==> config.mk <==
export PLATFORM = sky130hd
export DESIGN_NAME = tmr_channel
export DESIGN_NICKNAME = d
export VERILOG_FILES = /design/src/rtl/tmr_pkg.sv /design/src/rtl/tmr_prescaler.sv /design/src/rtl/tmr_counter.sv /design/src/rtl/tmr_ctrl_reg.sv /design/src/rtl/tmr_channel.sv
export SDC_FILE = /design/constraint.sdc
export NUM_CORES = 1
export LEC_CHECK = 0
export ABC_CLOCK_PERIOD_IN_PS = 2900
export BUFFER_PORTS_ARGS = -buffer_cell sky130_fd_sc_hd__buf_4
export CORE_UTILIZATION = 53
export DETAILED_ROUTE_END_ITERATION = 8
export GPL_TIMING_DRIVEN = 0
export PLACE_DENSITY_LB_ADDON = 0.3
export SYNTH_ARGS = -nofsm -noshare
export SYNTH_HDL_FRONTEND = slang
export SYNTH_SLANG_ARGS = --single-unit
==> constraint.sdc <==
create_clock -name clk -period 2.9 [get_ports clk]
set_input_delay 0.29 -clock clk [delete_from_list [all_inputs] [get_ports clk]]
set_output_delay 0.29 -clock clk [all_outputs]
set_load 0.01 [all_outputs]
==> src/rtl/tmr_pkg.sv <==
package tmr_pkg;
  localparam int PS_W  = 8;
  localparam int B_EN  = 30;
  localparam int B_IE  = 29;
  localparam int B_PER = 27;
  localparam int B_RLD = 26;
  localparam int B_ACT = 25;

  typedef struct packed {
    logic            en;
    logic            ie;
    logic            per;
    logic            act;
    logic [PS_W-1:0] ps;
  } ctrl_t;

  // New control state after a software write; reserved and running-flag bits are dropped.
  function automatic ctrl_t ctrl_apply(input logic [31:0] w, input ctrl_t old);
    ctrl_t n;
    n.en  = w[B_EN] & ~w[B_RLD];
    n.ie  = w[B_IE];
    n.per = w[B_PER];
    n.ps  = w[PS_W-1:0];
    if (!n.en)       n.act = 1'b0;
    else if (!old.en) n.act = 1'b1;
    else             n.act = old.act;
    return n;
  endfunction

  function automatic logic [31:0] ctrl_pack(input ctrl_t c);
    logic [31:0] r;
    r = '0;
    r[B_EN]     = c.en;
    r[B_IE]     = c.ie;
    r[B_PER]    = c.per;
    r[B_ACT]    = c.act;
    r[PS_W-1:0] = c.ps;
    return r;
  endfunction
endpackage

==> src/rtl/tmr_prescaler.sv <==
module tmr_prescaler #(
  parameter int PS_W = 8
) (
  input  logic            clk,
  input  logic            rst_n,
  input  logic            run,
  input  logic            restart,
  input  logic [PS_W-1:0] div,
  output logic            tick
);
  logic [PS_W-1:0] ph_q;

  function automatic logic phase_done(input logic [PS_W-1:0] ph, input logic [PS_W-1:0] d);
    return ph >= d;
  endfunction

  assign tick = run & ~restart & phase_done(ph_q, div);

  always_ff @(posedge clk) begin
    if (!rst_n)       ph_q <= '0;
    else if (restart) ph_q <= '0;
    else if (run)     ph_q <= tick ? '0 : ph_q + 1'b1;
  end

  // with a divider above zero, two ticks never come back to back
  a_r5_tick_gap: assert property (@(posedge clk) disable iff (!rst_n)
    (tick && div != '0) |=> !tick);
  // a write cycle never advances the count
  a_r5_write_holds: assert property (@(posedge clk) disable iff (!rst_n)
    restart |-> !tick);
endmodule

==> src/rtl/tmr_counter.sv <==
module tmr_counter #(
  parameter int CNT_W = 32
) (
  input  logic             clk,
  input  logic             rst_n,
  input  logic             tick,
  input  logic             load,
  input  logic [CNT_W-1:0] load_val,
  input  logic             periodic,
  input  logic [CNT_W-1:0] reload_val,
  output logic [CNT_W-1:0] count_q,
  output logic             expire
);
  function automatic logic last_step(input logic [CNT_W-1:0] c);
    return c <= CNT_W'(1);
  endfunction

  function automatic logic [CNT_W-1:0] after_tick(input logic [CNT_W-1:0] c,
                                                  input logic per,
                                                  input logic [CNT_W-1:0] rv);
    if (last_step(c)) return per ? rv : '0;
    return c - 1'b1;
  endfunction

  assign expire = tick & ~load & last_step(count_q);

  always_ff @(posedge clk) begin
    if (!rst_n)    count_q <= '0;
    else if (load) count_q <= load_val;
    else if (tick) count_q <= after_tick(count_q, periodic, reload_val);
  end

  // periodic expiry restores the start count
  a_r7_periodic_reload: assert property (@(posedge clk) disable iff (!rst_n)
    (expire && periodic) |=> count_q == $past(reload_val));
  // one-shot expiry leaves the count at zero
  a_r6_oneshot_zero: assert property (@(posedge clk) disable iff (!rst_n)
    (expire && !periodic) |=> count_q == '0);
  // without a step or a load the count is frozen
  a_r11_frozen: assert property (@(posedge clk) disable iff (!rst_n)
    (!tick && !load) |=> $stable(count_q));
endmodule

==> src/rtl/tmr_ctrl_reg.sv <==
module tmr_ctrl_reg
  import tmr_pkg::*;
#(
  parameter logic [PS_W-1:0] RST_PS = 8'd5
) (
  input  logic        clk,
  input  logic        rst_n,
  input  logic        wr_ctrl,
  input  logic [31:0] wdata,
  input  logic        stop_req,
  output ctrl_t       c_q,
  output logic        reload_req
);
  assign reload_req = wr_ctrl & wdata[B_RLD];

  always_ff @(posedge clk) begin
    if (!rst_n) begin
      c_q <= '{en: 1'b0, ie: 1'b0, per: 1'b0, act: 1'b0, ps: RST_PS};
    end else if (wr_ctrl) begin
      c_q <= ctrl_apply(wdata, c_q);
    end else if (stop_req) begin
      c_q.en  <= 1'b0;
      c_q.act <= 1'b0;
    end
  end

  // a reload write never leaves the channel enabled
  a_r4_reload_drops_en: assert property (@(posedge clk) disable iff (!rst_n)
    reload_req |=> !c_q.en);
  // enabling raises the running flag together with enable
  a_r3_act_on_rise: assert property (@(posedge clk) disable iff (!rst_n)
    $rose(c_q.en) |-> c_q.act);
  // without enable the running flag is low
  a_r3_act_needs_en: assert property (@(posedge clk) disable iff (!rst_n)
    !c_q.en |-> !c_q.act);
  // a one-shot stop clears enable and running flag
  a_r6_stop_clears: assert property (@(posedge clk) disable iff (!rst_n)
    (stop_req && !wr_ctrl) |=> (!c_q.en && !c_q.act));
  // writing the running flag alone cannot set it
  a_r2_act_ignored: assert property (@(posedge clk) disable iff (!rst_n)
    (wr_ctrl && wdata[B_ACT] && !wdata[B_EN]) |=> !c_q.act);
endmodule

==> src/rtl/tmr_channel.sv <==
module tmr_channel
  import tmr_pkg::*;
#(
  parameter int CNT_W = 32,
  parameter logic [PS_W-1:0] RST_PS = 8'd5
) (
  input  logic             clk,
  input  logic             rst_n,
  input  logic             wr_en,
  input  logic             wr_sel,
  input  logic [31:0]      wr_data,
  input  logic             pend_clr,
  output logic [31:0]      ctrl_rd,
  output logic [CNT_W-1:0] init_rd,
  output logic [CNT_W-1:0] count_rd,
  output logic             pend_o,
  output logic             irq_o
);
  logic             wr_ctrl, wr_init, reload_req, tick, expire, stop_req, load;
  logic [CNT_W-1:0] init_q, load_val;
  logic             pend_q;
  ctrl_t            c_q;

  assign wr_ctrl  = wr_en & ~wr_sel;
  assign wr_init  = wr_en & wr_sel;
  assign load     = wr_init | reload_req;
  assign load_val = wr_init ? wr_data[CNT_W-1:0] : init_q;
  assign stop_req = expire & ~c_q.per;

  tmr_ctrl_reg #(.RST_PS(RST_PS)) u_ctrl (
    .clk(clk), .rst_n(rst_n), .wr_ctrl(wr_ctrl), .wdata(wr_data),
    .stop_req(stop_req), .c_q(c_q), .reload_req(reload_req)
  );

  tmr_prescaler #(.PS_W(PS_W)) u_ps (
    .clk(clk), .rst_n(rst_n), .run(c_q.en), .restart(wr_en),
    .div(c_q.ps), .tick(tick)
  );

  tmr_counter #(.CNT_W(CNT_W)) u_cnt (
    .clk(clk), .rst_n(rst_n), .tick(tick), .load(load), .load_val(load_val),
    .periodic(c_q.per), .reload_val(init_q), .count_q(count_rd), .expire(expire)
  );

  always_ff @(posedge clk) begin
    if (!rst_n)       init_q <= '0;
    else if (wr_init) init_q <= wr_data[CNT_W-1:0];
  end

  always_ff @(posedge clk) begin
    if (!rst_n)        pend_q <= 1'b0;
    else if (expire)   pend_q <= 1'b1;
    else if (pend_clr) pend_q <= 1'b0;
  end

  assign ctrl_rd = ctrl_pack(c_q);
  assign init_rd = init_q;
  assign pend_o  = pend_q;
  assign irq_o   = c_q.ie & pend_q;

  // expiry always leaves the pending flag set
  a_r8_pend_on_expire: assert property (@(posedge clk) disable iff (!rst_n)
    expire |=> pend_o);
  // a clear without a competing expiry empties the flag
  a_r8_clear: assert property (@(posedge clk) disable iff (!rst_n)
    (pend_clr && !expire) |=> !pend_o);
  // a start-count write shows up in the live count on the next cycle
  a_r10_init_load: assert property (@(posedge clk) disable iff (!rst_n)
    wr_init |=> count_rd == $past(wr_data[CNT_W-1:0]));
  // a disabled channel raises no new pending event
  a_r12_idle_quiet: assert property (@(posedge clk) disable iff (!rst_n)
    (!c_q.en && !pend_q) |=> !pend_o);
endmodule

# Word-level counts from Yosys, hierarchy flattened

Cells that the tools add are included.
Widths: inputs -> output; s select.

Flip-flop bits (word level): 85
Input port bits: 37
Output and inout port bits: 98

Add/sub/neg operators: 2
Magnitude comparators: 2
Equal/unequal tests: 1
Muxes and demuxes: 18
Bitwise operators: 17
Reduce and logical (&&, ||, !) cells: 5

Operator list:

| kind                  | number |
|---|---|
| $mux 32               | 6 |
| $le 32x1->1 const B   | 1 |
| $sub 32x1->32 const B | 1 |
| $mux 1                | 11 |
| $and 1x1->1           | 10 |
| $add 8x1->8 const B   | 1 |
| $ge 8x8->1            | 1 |
| $mux 8                | 1 |
| $not 1->1             | 6 |
| $reduce_bool 2->1     | 3 |
| $ne 3x3->1 const B    | 1 |
| $reduce_and 2->1      | 1 |
| $reduce_or 2->1       | 1 |
| $or 1x1->1            | 1 |

# Depth between registers and ports, before layout

Gate-level depths: netlist of run 1.

Word-level depth: 10
Gate-level depth with buffers: 9

# Hierarchy

From an unflattened synthesis of run 1, not the netlist that was laid out.

Cell total of the unflattened synthesis: 656
Area total of the unflattened synthesis: 5,480.3 um^2

By module, submodules not included:

| module        | times used | cells an instance | area each (um^2) | seq. area each (um^2) |
|---|---|---|---|---|
| tmr_counter   | 1          | 334               | 2,447.3          | 640.6 |
| tmr_channel   | 1          | 211               | 1,944.4          | 660.6 |
| tmr_prescaler | 1          | 68                | 605.6            | 160.2 |
| tmr_ctrl_reg  | 1          | 43                | 483.0            | 240.2 |

# Least setup slack after synthesis of run 1

No wires, ideal clock.

Path kind: register -> register
Start point: reg, netlist name u_ctrl.c_q[6]
End point: reg u_cnt.count_q[8]
Data arrival time: 2.318 ns
Data required time: 2.824 ns
Setup slack: 0.506 ns
Stages on the path, launching flop included: 10
Path buffers: 2
Clock period less this slack: 2.394 ns
Cell sequence: dfxtp_1 inv_1 ha_1 and3_1 a221oi_1 o22a_1 clkbuf_1 clkbuf_1 a31oi_1 o22ai_1

Word-level cells in the longest chain between the ends: 3

Ends and longest elaborated chain:

| what                               | RTL line            | source |
|---|---|---|
| $ge 8x8->1                         | tmr_prescaler.sv:14 | `return ph >= d;` |
| $and 1x1->1                        | tmr_prescaler.sv:17 | `assign tick = run & ~restart & phase_done(ph_q, div);` |
| $reduce_bool 2->1 (no source line) | n/a                 |  |
| to (signal assigned)               | tmr_counter.sv:29   | `else if (load) count_q <= load_val;` |
| to (signal assigned)               | tmr_counter.sv:30   | `else if (tick) count_q <= after_tick(count_q, periodic, reload_val);` |
| to (decl)                          | tmr_counter.sv:11   | `output logic [CNT_W-1:0] count_q,` |

No other way between the ends.
A chain may end at the register's enable or synchronous reset.

# Final worst setup path of run 1

Start point: reg, netlist name u_ctrl.c_q[7]
End point: reg u_cnt.count_q[10]

Word-level cells in the longest chain between the ends: 3

Ends and longest elaborated chain:

| what                               | RTL line |
|---|---|
| $ge 8x8->1                         | tmr_prescaler.sv:14 |
| $and 1x1->1                        | tmr_prescaler.sv:17 |
| $reduce_bool 2->1 (no source line) | n/a |

No other way between the ends.

==> flow_summary.yaml, run 1 <==
global_route:
  gr-total-overflow: 0
  grt_antenna_before_repair: 0
  grt_max_degree: 15
  track_usage_pct: 35.0
  grt_pass1_wl_um: 23900
  grt_pass1_vias: 4682
clock_network:
  cts_setup_buffers: 0
  h-tree-depth: 3
  cts_buffers: 9
  holdBufCountCts: 0
  cts-root-buf: "clkbuf_8"
  clock_path_buffers: 2
  path_clk_slew_ps: 80
  cts_tree: "built"
  worstSkewPairLatency_ps: 360
  cts_sinks: 85
drt:
  ant_nets: 0
  wl_per_cell_um: 19.0
  dr.pass1.iters: 6
  drt-initial-drc-count: 340
  wl_um: 15900
  vias_per_cell: 5.92
  num_vias: 4957
  drc_errors: 0
sta:
  finalSetupViolCount: 0
  fmaxAchievable_mhz: 367
  post-route-worst-setup-slack_ps: 173
  fin_skew_ps: 9.26
  maxSlewViolCount: 0
  hold-worst-slack_ps: 172
  worst_pin_slew_ps: 1020
  rsz0062_at_grt: "false"
  hold_viol_final: 0
  fin_crit_ps: 2730
  relSlewSlack_pct: 31.7
  timing.final.crit_share_pct: 94.0
cells_and_area:
  fillers: 743
  area_growth_syn_to_layout_pct: 26.9
  n_antenna_cell: 0
  fin_cells: 837
  fin_util_pct: 69.2
  drive_gt1_share_pct: 23.7
  nets: 772
worst_setup_path:
  cp-start-kind: "register"
  crit_slowest_cell: "or4b_1"
  r2r-end: "u_cnt.count_q[10]"
  path_buf_inv: 3
  reg2reg_depth: 9
  crit_chain: "inv_1 > ha_1 > and3_1 > or4b_1 > o22a_1 > clkbuf_2 > buf_2 > a31oi_1 > o22ai_1"
  r2r-start: "u_ctrl.c_q[7]"
  path_class: "register to register"
  rrSetupSlack_ps: 170
  worstPathArrival_ps: 2940
  cp.required_ps: 3110
  crit_fanout: 10
  critical_path.top_delay_family: "simple AND/OR/NAND/NOR gates"
  endpoint_kind: "register"
  cpPeakStageDelay_ps: 520
  cp-startpoint: "u_ctrl.c_q[7]"
yosys:
  ys_seq_area_share_pct: 36.2
  synth.area.top_cells: "dfxtp_1 (36%), nor2_1 (6.0%), mux2i_1 (6.0%)"
  postSynthAreaPerCell_sq_um: 8.08
  yosysWarnings: 0
  synth_flop_cell: "dfxtp_1"
  synth_edf_count: 0
  synth_area_sq_mm: 0.00470
  synthTopCellsByCount: "dfxtp_1 (85), nor2_1 (75), nand2_1 (38)"
  ys_types: 56
  syn_inst: 582
  synthArstFlopShare_pct: 0
  ys_ff_latch: 85
  synth_top_cell_by_area: "dfxtp_1"
  yosysTopAreaCellShare_pct: 36.2
  yosysMostFrequentCell: "dfxtp_1"
die:
  initial_utilization_pct: 54.5
  die_h_um: 96.2
  core_area_sq_mm: 0.00864
  row_count: 34
  die_w_um: 96.2
  io_pins: 135
  die_area_sq_mm: 0.00926
hold_path:
  min_path_type: "input port to register"
  worstHoldStart: "wr_data[2]"
  holdPathEnd: "u_ctrl.c_q[2]"
  whs_path_depth: 3
power_and_ir_drop:
  ir_worst_vdd_mv: 0.279
  power.leakage_nw: 2.64
  power_density_mw_per_mm2: 481
placement:
  dp_slack_ps: -150
  post-place-cells: 821
  port_buffers: 112
  place_congestion: 0.930
  dp_hpwl_um: 11600
flow_run:
  cap_violations: 0
status:
  status: "complete, no violations"
-- repair_timing --
item | 4_1_cts | 5_1_grt
gates resized for setup | 1 | 9
endpoints found under the hold margin | 0 | 0
pin swaps | 0 | 0
endpoints found under the setup margin | 10 | 16
cloned | 0 | 0
-- how the worst max path moves through the flow --
stage	end	slack, ps	depth (start not counted)
global placement	u_cnt.count_q[21]	-90	9
global route	u_cnt.count_q[0]	30	8
finish	u_cnt.count_q[10]	170	9
CTS	u_cnt.count_q[10]	30	8
floorplan	u_cnt.count_q[8]	510	9
detailed placement	u_cnt.count_q[10]	-150	9
-- worst min-delay path, stage by stage --
cell and delay, ps:
buf_4 80, nand2_1 40, o211ai_1 80
-- per-layer routing --
layer	share of wire [%]	global-route usage (%)	vias up
met2	48	60.3	269
met1	40	41.8	2311
met4	3.1	16.9	0
met3	8.5	6.08	44
li1	-	-	2333
met5	0	0	-
-- metrics by stage --
step,TNS [ps],area [sq um],power [mW]
after floorplan,0,4780,1.75
after global placement,-641,5750,1.99
after detailed placement,-1190,5750,2.00
after CTS,0,5950,2.85
after global routing,0,5970,2.98
final,0,5970,2.87
-- area by class of cell --
| class | count | area (sq um) | share of cell area, % |
|---|---|---|---|
| timing repair buffer | 112 | 841 | 14.1 |
| clock buffer | 11 | 141 | 2.37 |
| inverter | 13 | 48.8 | 0.817 |
| multi-input combinational | 439 | 2710 | 45.3 |
| sequential | 85 | 1700 | 28.5 |
| tap | 108 | 135 | 2.26 |
| buffer | 64 | 338 | 5.66 |
| clock inverter | 5 | 60.1 | 1.01 |
-- where the power goes --
part	total [mW]	internal (mW)	switching [mW]	leakage (nW)
Combinational	0.725	0.302	0.422	1.86
Sequential	1.28	1.22	0.0590	0.693
Clock	0.874	0.422	0.453	0.0878
Total	2.87	1.94	0.934	2.64
-- placed cells by master, fill, tap and decap left out, types with 12 or more instances in the layout --
cell type	instances
o21ai_0	30
clkbuf_1	29
nand2_1	38
nor2_1	75
nor3_1	15
a31oi_1	28
xnor2_1	16
mux2i_1	28
buf_4	135
nand3_1	36
o22ai_1	12
xor2_1	13
a21oi_1	27
inv_1	12
conb_1	20
dfxtp_1	85
-- sequential cells by signal, summed over array words and instances (netlist names) --
register and cells:
init_rd 32, u_cnt.count_q 32, pend_o 1, u_ps.ph_q 8, u_ctrl.c_q 12
-- kinds of logic (layout without fill, tap and decap cells) --
family                   count (synthesis)  after routing  share of synthesized area (%)
AND/OR/NAND/NOR                        216            216                           23.3
AO/OA/AOI/OAI                          135            135                           18.1
flip-flops                              85             85                           36.2
buffers and inverters                   77            205                           8.11
XOR/XNOR                                29             29                           5.40
multiplexers                            28             28                           5.96
adder cells (fa/ha/maj)                 11             11                           2.93
other                                    1             20                         0.0797
No activity file was read; power rests on OpenSTA's default activity.
==> run 2, diff against run 1 <==
Settings changed: CELL_PAD_IN_SITES_DETAIL_PLACEMENT set to 0, CELL_PAD_IN_SITES_GLOBAL_PLACEMENT set to 2, CORE_UTILIZATION 53 to 30.
==> flow_summary.yaml, run 2 (same netlist as run 1, synthesis figures left out) <==
placement:
  place_congestion: 0.821
  dp_slack_ps: -289
  port_buffers: 112
  dp_hpwl_um: 13300
clock_network:
  cts_tree: "built"
  path_clk_slew_ps: 70
  h-tree-depth: 3
  cts_buffers: 9
  cts_setup_buffers: 0
  cts_sinks: 85
  clock_path_buffers: 2
  cts-root-buf: "clkbuf_16"
  worstSkewPairLatency_ps: 360
cells_and_area:
  multiInputGateArea_sq_mm: 0.00271
  area_growth_syn_to_layout_pct: 32.2
  nets: 772
  n_antenna_cell: 0
  drive_gt1_share_pct: 24.1
  fin_util_pct: 40.8
  fillers: 1609
  mostFrequentLayoutCell: "buf_4"
  regArea_sq_mm: 0.00170
  final_cell_mix: "buf_4 (135), dfxtp_1 (85), nor2_1 (75), nand2_1 (38), nand3_1 (36)"
global_route:
  gr-total-overflow: 0
  grt_pass1_vias: 4771
  grt_pass1_wl_um: 27800
  grt_max_degree: 16
  track_usage_pct: 23.1
  grt_antenna_before_repair: 0
drt:
  wl_um: 18200
  drt-initial-drc-count: 393
  vias_per_cell: 5.23
  wl_per_cell_um: 19.3
  dr.pass1.iters: 7
  drc_errors: 0
  num_vias: 4916
  ant_nets: 0
power_and_ir_drop:
  switching_share_pct: 31.6
  power_mw: 3.24
  p_seq_share_pct: 39.4
  ir_worst_vdd_mv: 0.294
  cell_internal_pwr_mw: 2.22
  p_comb_share_pct: 22.7
  p_switching_mw: 1.02
  power_density_mw_per_mm2: 521
  clkPwrFrac_pct: 37.9
  power.leakage_nw: 2.70
worst_setup_path:
  cp-start-kind: "register"
  rrSetupSlack_ps: 150
  worstPathArrival_ps: 3000
  path_class: "register to register"
  crit_fanout: 10
  endpoint_kind: "register"
  cp.required_ps: 3140
sta:
  relSlewSlack_pct: 26.0
  fin_skew_ps: 10.1
  fmaxAchievable_mhz: 364
  finalSetupViolCount: 0
  fin_setup_tns_ps: 0
  hold_viol_final: 0
  worst_pin_slew_ps: 1110
  fin_crit_ps: 2750
  post-route-worst-setup-slack_ps: 149
  maxSlewViolCount: 0
  timing.final.crit_share_pct: 94.9
  rsz0062_at_grt: "false"
hold_path:
  min_path_type: "input port to register"
die:
  die_w_um: 127
  initial_utilization_pct: 30.8
  row_count: 45
  die_h_um: 127
  core_area_sq_mm: 0.0153
  die_area_sq_mm: 0.0162
  io_pins: 135
flow_run:
  cap_violations: 0
status:
  status: "complete, no violations"
run 2: cell count changes in the layout (fill, tap and decap cells not counted):
| cell | change |
|---|---|
| inv_6 | +1 |
| clkbuf_8 | -9 |
| clkbuf_1 | -2 |
| nor4_2 | +1 |
| clkinvlp_4 | -2 |
| clkbuf_4 | +1 |
| clkinv_4 | +2 |
| nor4_1 | -1 |
| clkbuf_16 | +9 |
run 2: layer usage:
metal  share of wire (%)  track usage [%]  up-vias
met5                   0                0        -
met4                 3.0             10.3        0
met3                 6.9             5.11       33
met2                  47             37.8      219
met1                  43             29.0     2331
li1                    -                -     2333
run 2: power groups by stage:
stage	combinational [mW]	sequential (mW)	clock [mW]
after floorplan	0.441	1.31	0
after global placement	0.718	1.30	0
after detailed placement	0.724	1.30	0
after CTS	0.728	1.28	1.25
after global routing	0.804	1.29	1.30
final	0.734	1.28	1.23
run 2: what timing repair did:
item,4_1_cts,5_1_grt
setup endpoints to repair,13,28
hold buffers,0,0
gates resized for setup,3,11
run 2: stage by stage:
stage | hold slack (ps) | instance area, sq um | cells
2_1_floorplan | 414 | 4780 | 601
3_3_place_gp | 467 | 5880 | 924
3_5_place_dp | 471 | 5880 | 924
4_1_cts | 169 | 6200 | 940
5_1_grt | 187 | 6220 | 940
6_report | 179 | 6220 | 940
run 2: worst max-delay path, stage by stage (launching register included):
cell and delay, ps:
dfxtp_1 390, or4_4 610, nand4b_4 210, nor3_4 430, clkbuf_1 560, o21ai_0 220
a22o_1 210
run 2: area by class of cell:
| type | instances | share of cell area [%] |
|---|---|---|
| clock inverter | 6 | 1.15 |
| inverter | 13 | 0.785 |
| sequential | 85 | 27.4 |
| clock buffer | 10 | 3.84 |
| multi-input combinational | 439 | 43.6 |
| buffer | 64 | 5.49 |
| tap | 211 | 4.24 |
| timing repair buffer | 112 | 13.5 |
run 2: path summary, 6_finish.rpt:
kind / from / end / cells after the start
max: u_cnt.count_q[22] / u_cnt.count_q[16] / 6
min: wr_data[0] / u_ctrl.c_q[0] / 3
max reg2reg: u_cnt.count_q[22] / u_cnt.count_q[16] / 6
min reg2reg: u_ctrl.c_q[5] / u_ctrl.c_q[5] / 2
==> run 3, diff against run 2 <==
Settings changed: CAP_MARGIN set to 20, CORE_UTILIZATION 30 to 31, SYNTH_HIERARCHICAL set to 1.
==> flow_summary.yaml, run 3 <==
cells_and_area:
  fin_util_pct: 41.0
  nets: 852
  n_antenna_cell: 0
  fin_cells: 1033
  stdcell_area_sq_mm: 0.00709
  final_cell_mix: "buf_4 (147), dfxtp_1 (79), nand2_1 (49), a21oi_1 (48), nand4_1 (40)"
  mostFrequentLayoutCell: "buf_4"
  fillers: 1812
  area_growth_syn_to_layout_pct: 29.4
  drive_gt1_share_pct: 30.2
  multiInputGateArea_sq_mm: 0.00344
  regArea_sq_mm: 0.00172
worst_setup_path:
  endpoint_kind: "register"
  cp-startpoint: "u_cnt/count_q[5]"
  cpPeakStageDelay_ps: 560
  worstPathArrival_ps: 3160
  critical_path.top_delay_family: "simple AND/OR/NAND/NOR gates"
  cp.depth: 6
  crit_top_cell: "or4_4"
  cp-start-kind: "register"
  r2r-start: "u_cnt/count_q[5]"
  path_buf_inv: 0
  reg2reg_depth: 6
  crit_chain: "or4_4 > or4_4 > or4_4 > or3_4 > or3_1 > a311oi_1"
  rrSetupSlack_ps: -2
  crit_slowest_cell: "or4_4"
  path_class: "register to register"
  crit_fanout: 2
  cp.required_ps: 3160
sta:
  timing.final.crit_share_pct: 100
  worst_pin_slew_ps: 932
  hold-worst-slack_ps: 199
  maxSlewViolCount: 0
  post-route-worst-setup-slack_ps: -1.89
  relSlewSlack_pct: 37.7
  rsz0062_at_grt: "true"
  fin_crit_ps: 2900
  fin_skew_ps: 9.31
  hold_viol_final: 0
  finalSetupViolCount: 1
  fmaxAchievable_mhz: 345
  fin_setup_tns_ps: -1.89
yosys:
  synth.area.top_cells: "dfxtp_1 (31%), mux2_4 (7.9%), nand4_1 (4.6%)"
  synth_area_sq_mm: 0.00548
  postSynthAreaPerCell_sq_um: 8.35
  ys_types: 69
  yosysMostFrequentCell: "dfxtp_1"
  yosysWarnings: 6
  synth_edf_count: 0
  ys_seq_area_share_pct: 31.1
  yosysTopAreaCellShare_pct: 31.1
  syn_inst: 656
  ys_ff_latch: 85
  synth_top_cell_by_area: "dfxtp_1"
  synth_flop_cell: "dfxtp_1"
  synthArstFlopShare_pct: 0
  synthTopCellsByCount: "dfxtp_1 (85), nand2_1 (51), a21oi_1 (48)"
drt:
  drc_errors: 0
  wl_per_cell_um: 19.8
  dr.pass1.iters: 4
  ant_nets: 0
  num_vias: 5551
  vias_per_cell: 5.37
  wl_um: 20400
  drt-initial-drc-count: 363
power_and_ir_drop:
  power.leakage_nw: 3.09
  ir_worst_vdd_mv: 0.317
  power_density_mw_per_mm2: 460
  power_mw: 3.26
placement:
  port_buffers: 113
  post-place-cells: 1013
  dp_hpwl_um: 14900
  place_area_sq_mm: 0.00668
  place_congestion: 0.854
  dp_slack_ps: -997
die:
  die_area_sq_mm: 0.0182
  core_area_sq_mm: 0.0173
  initial_utilization_pct: 31.7
  die_h_um: 135
  die_w_um: 135
  row_count: 48
  io_pins: 135
clock_network:
  cts_buffers: 9
  clock_path_buffers: 2
  worstSkewPairLatency_ps: 350
  cts_sinks: 85
  cts_tree: "built"
  h-tree-depth: 3
  cts-root-buf: "clkbuf_16"
  path_clk_slew_ps: 70
  holdBufCountCts: 0
status:
  status: "finished with violations"
  violations: "setup timing"
global_route:
  grt_max_degree: 13
  track_usage_pct: 23.0
  grt_pass1_wl_um: 31600
  gr-total-overflow: 0
  grt_pass1_vias: 5556
  grt_antenna_before_repair: 0
hold_path:
  min_path_type: "input port to register"
  worstHoldStart: "wr_data[15]"
  whs_path_depth: 3
flow_run:
  cap_violations: 0
run 3: path summary, 6_finish.rpt:
kind | end
worst max-delay path | u_cnt/count_q[27]
worst min-delay path | init_rd[15]
worst min register to register | init_rd[10]
worst max register to register | u_cnt/count_q[27]
run 3: tightest hold or removal path: cells and delay by family:
family	cells	cell delay [ps]
buf+inv	1	90
simple gates	1	80
compound gates	1	70
run 3: logic make-up (layout without fill, tap and decap cells):
group,count (synthesis),after routing,share of synthesized area [%]
AO/OA/AOI/OAI,157,157,17.2
XOR/XNOR,28,28,4.47
adder cells (fa/ha/maj),11,11,2.51
buffers and inverters,88,221,8.97
flip-flops,85,85,31.1
multiplexers,43,43,10.6
other,1,20,0.0684
AND/OR/NAND/NOR,243,243,25.1
run 3: layout make-up:
cell class | instances | share of cell area [%]
sequential | 85 | 24.2
clock buffer | 13 | 3.53
buffer | 69 | 5.84
inverter | 14 | 0.777
clock inverter | 2 | 0.141
multi-input combinational | 502 | 48.5
timing repair buffer | 123 | 13.0
tap | 225 | 3.97
run 3: where the power goes:
group	total [mW]	switching [mW]	internal (mW)
clock	1.08	0.486	0.598
sequential	1.29	0.0755	1.22
combinational	0.885	0.475	0.410
run 3: per-layer routing:
layer  wire, um  part of all wire [%]  vias up  global-route usage (%)
met3        947                   4.6       35                    2.93
met4        622                   3.0        0                    10.6
met2       9190                    45      174                    36.9
li1           -                     -     2668                       -
met5          0                     0        -                       0
met1       9680                    47     2674                    30.5
run 3: timing repair:
item | in CTS | in global routing
gates cloned | 0 | 0
resized for setup | 28 | 10
setup endpoints to repair | 34 | 25
pin swaps | 7 | 5
setup buffers | 9 | 1
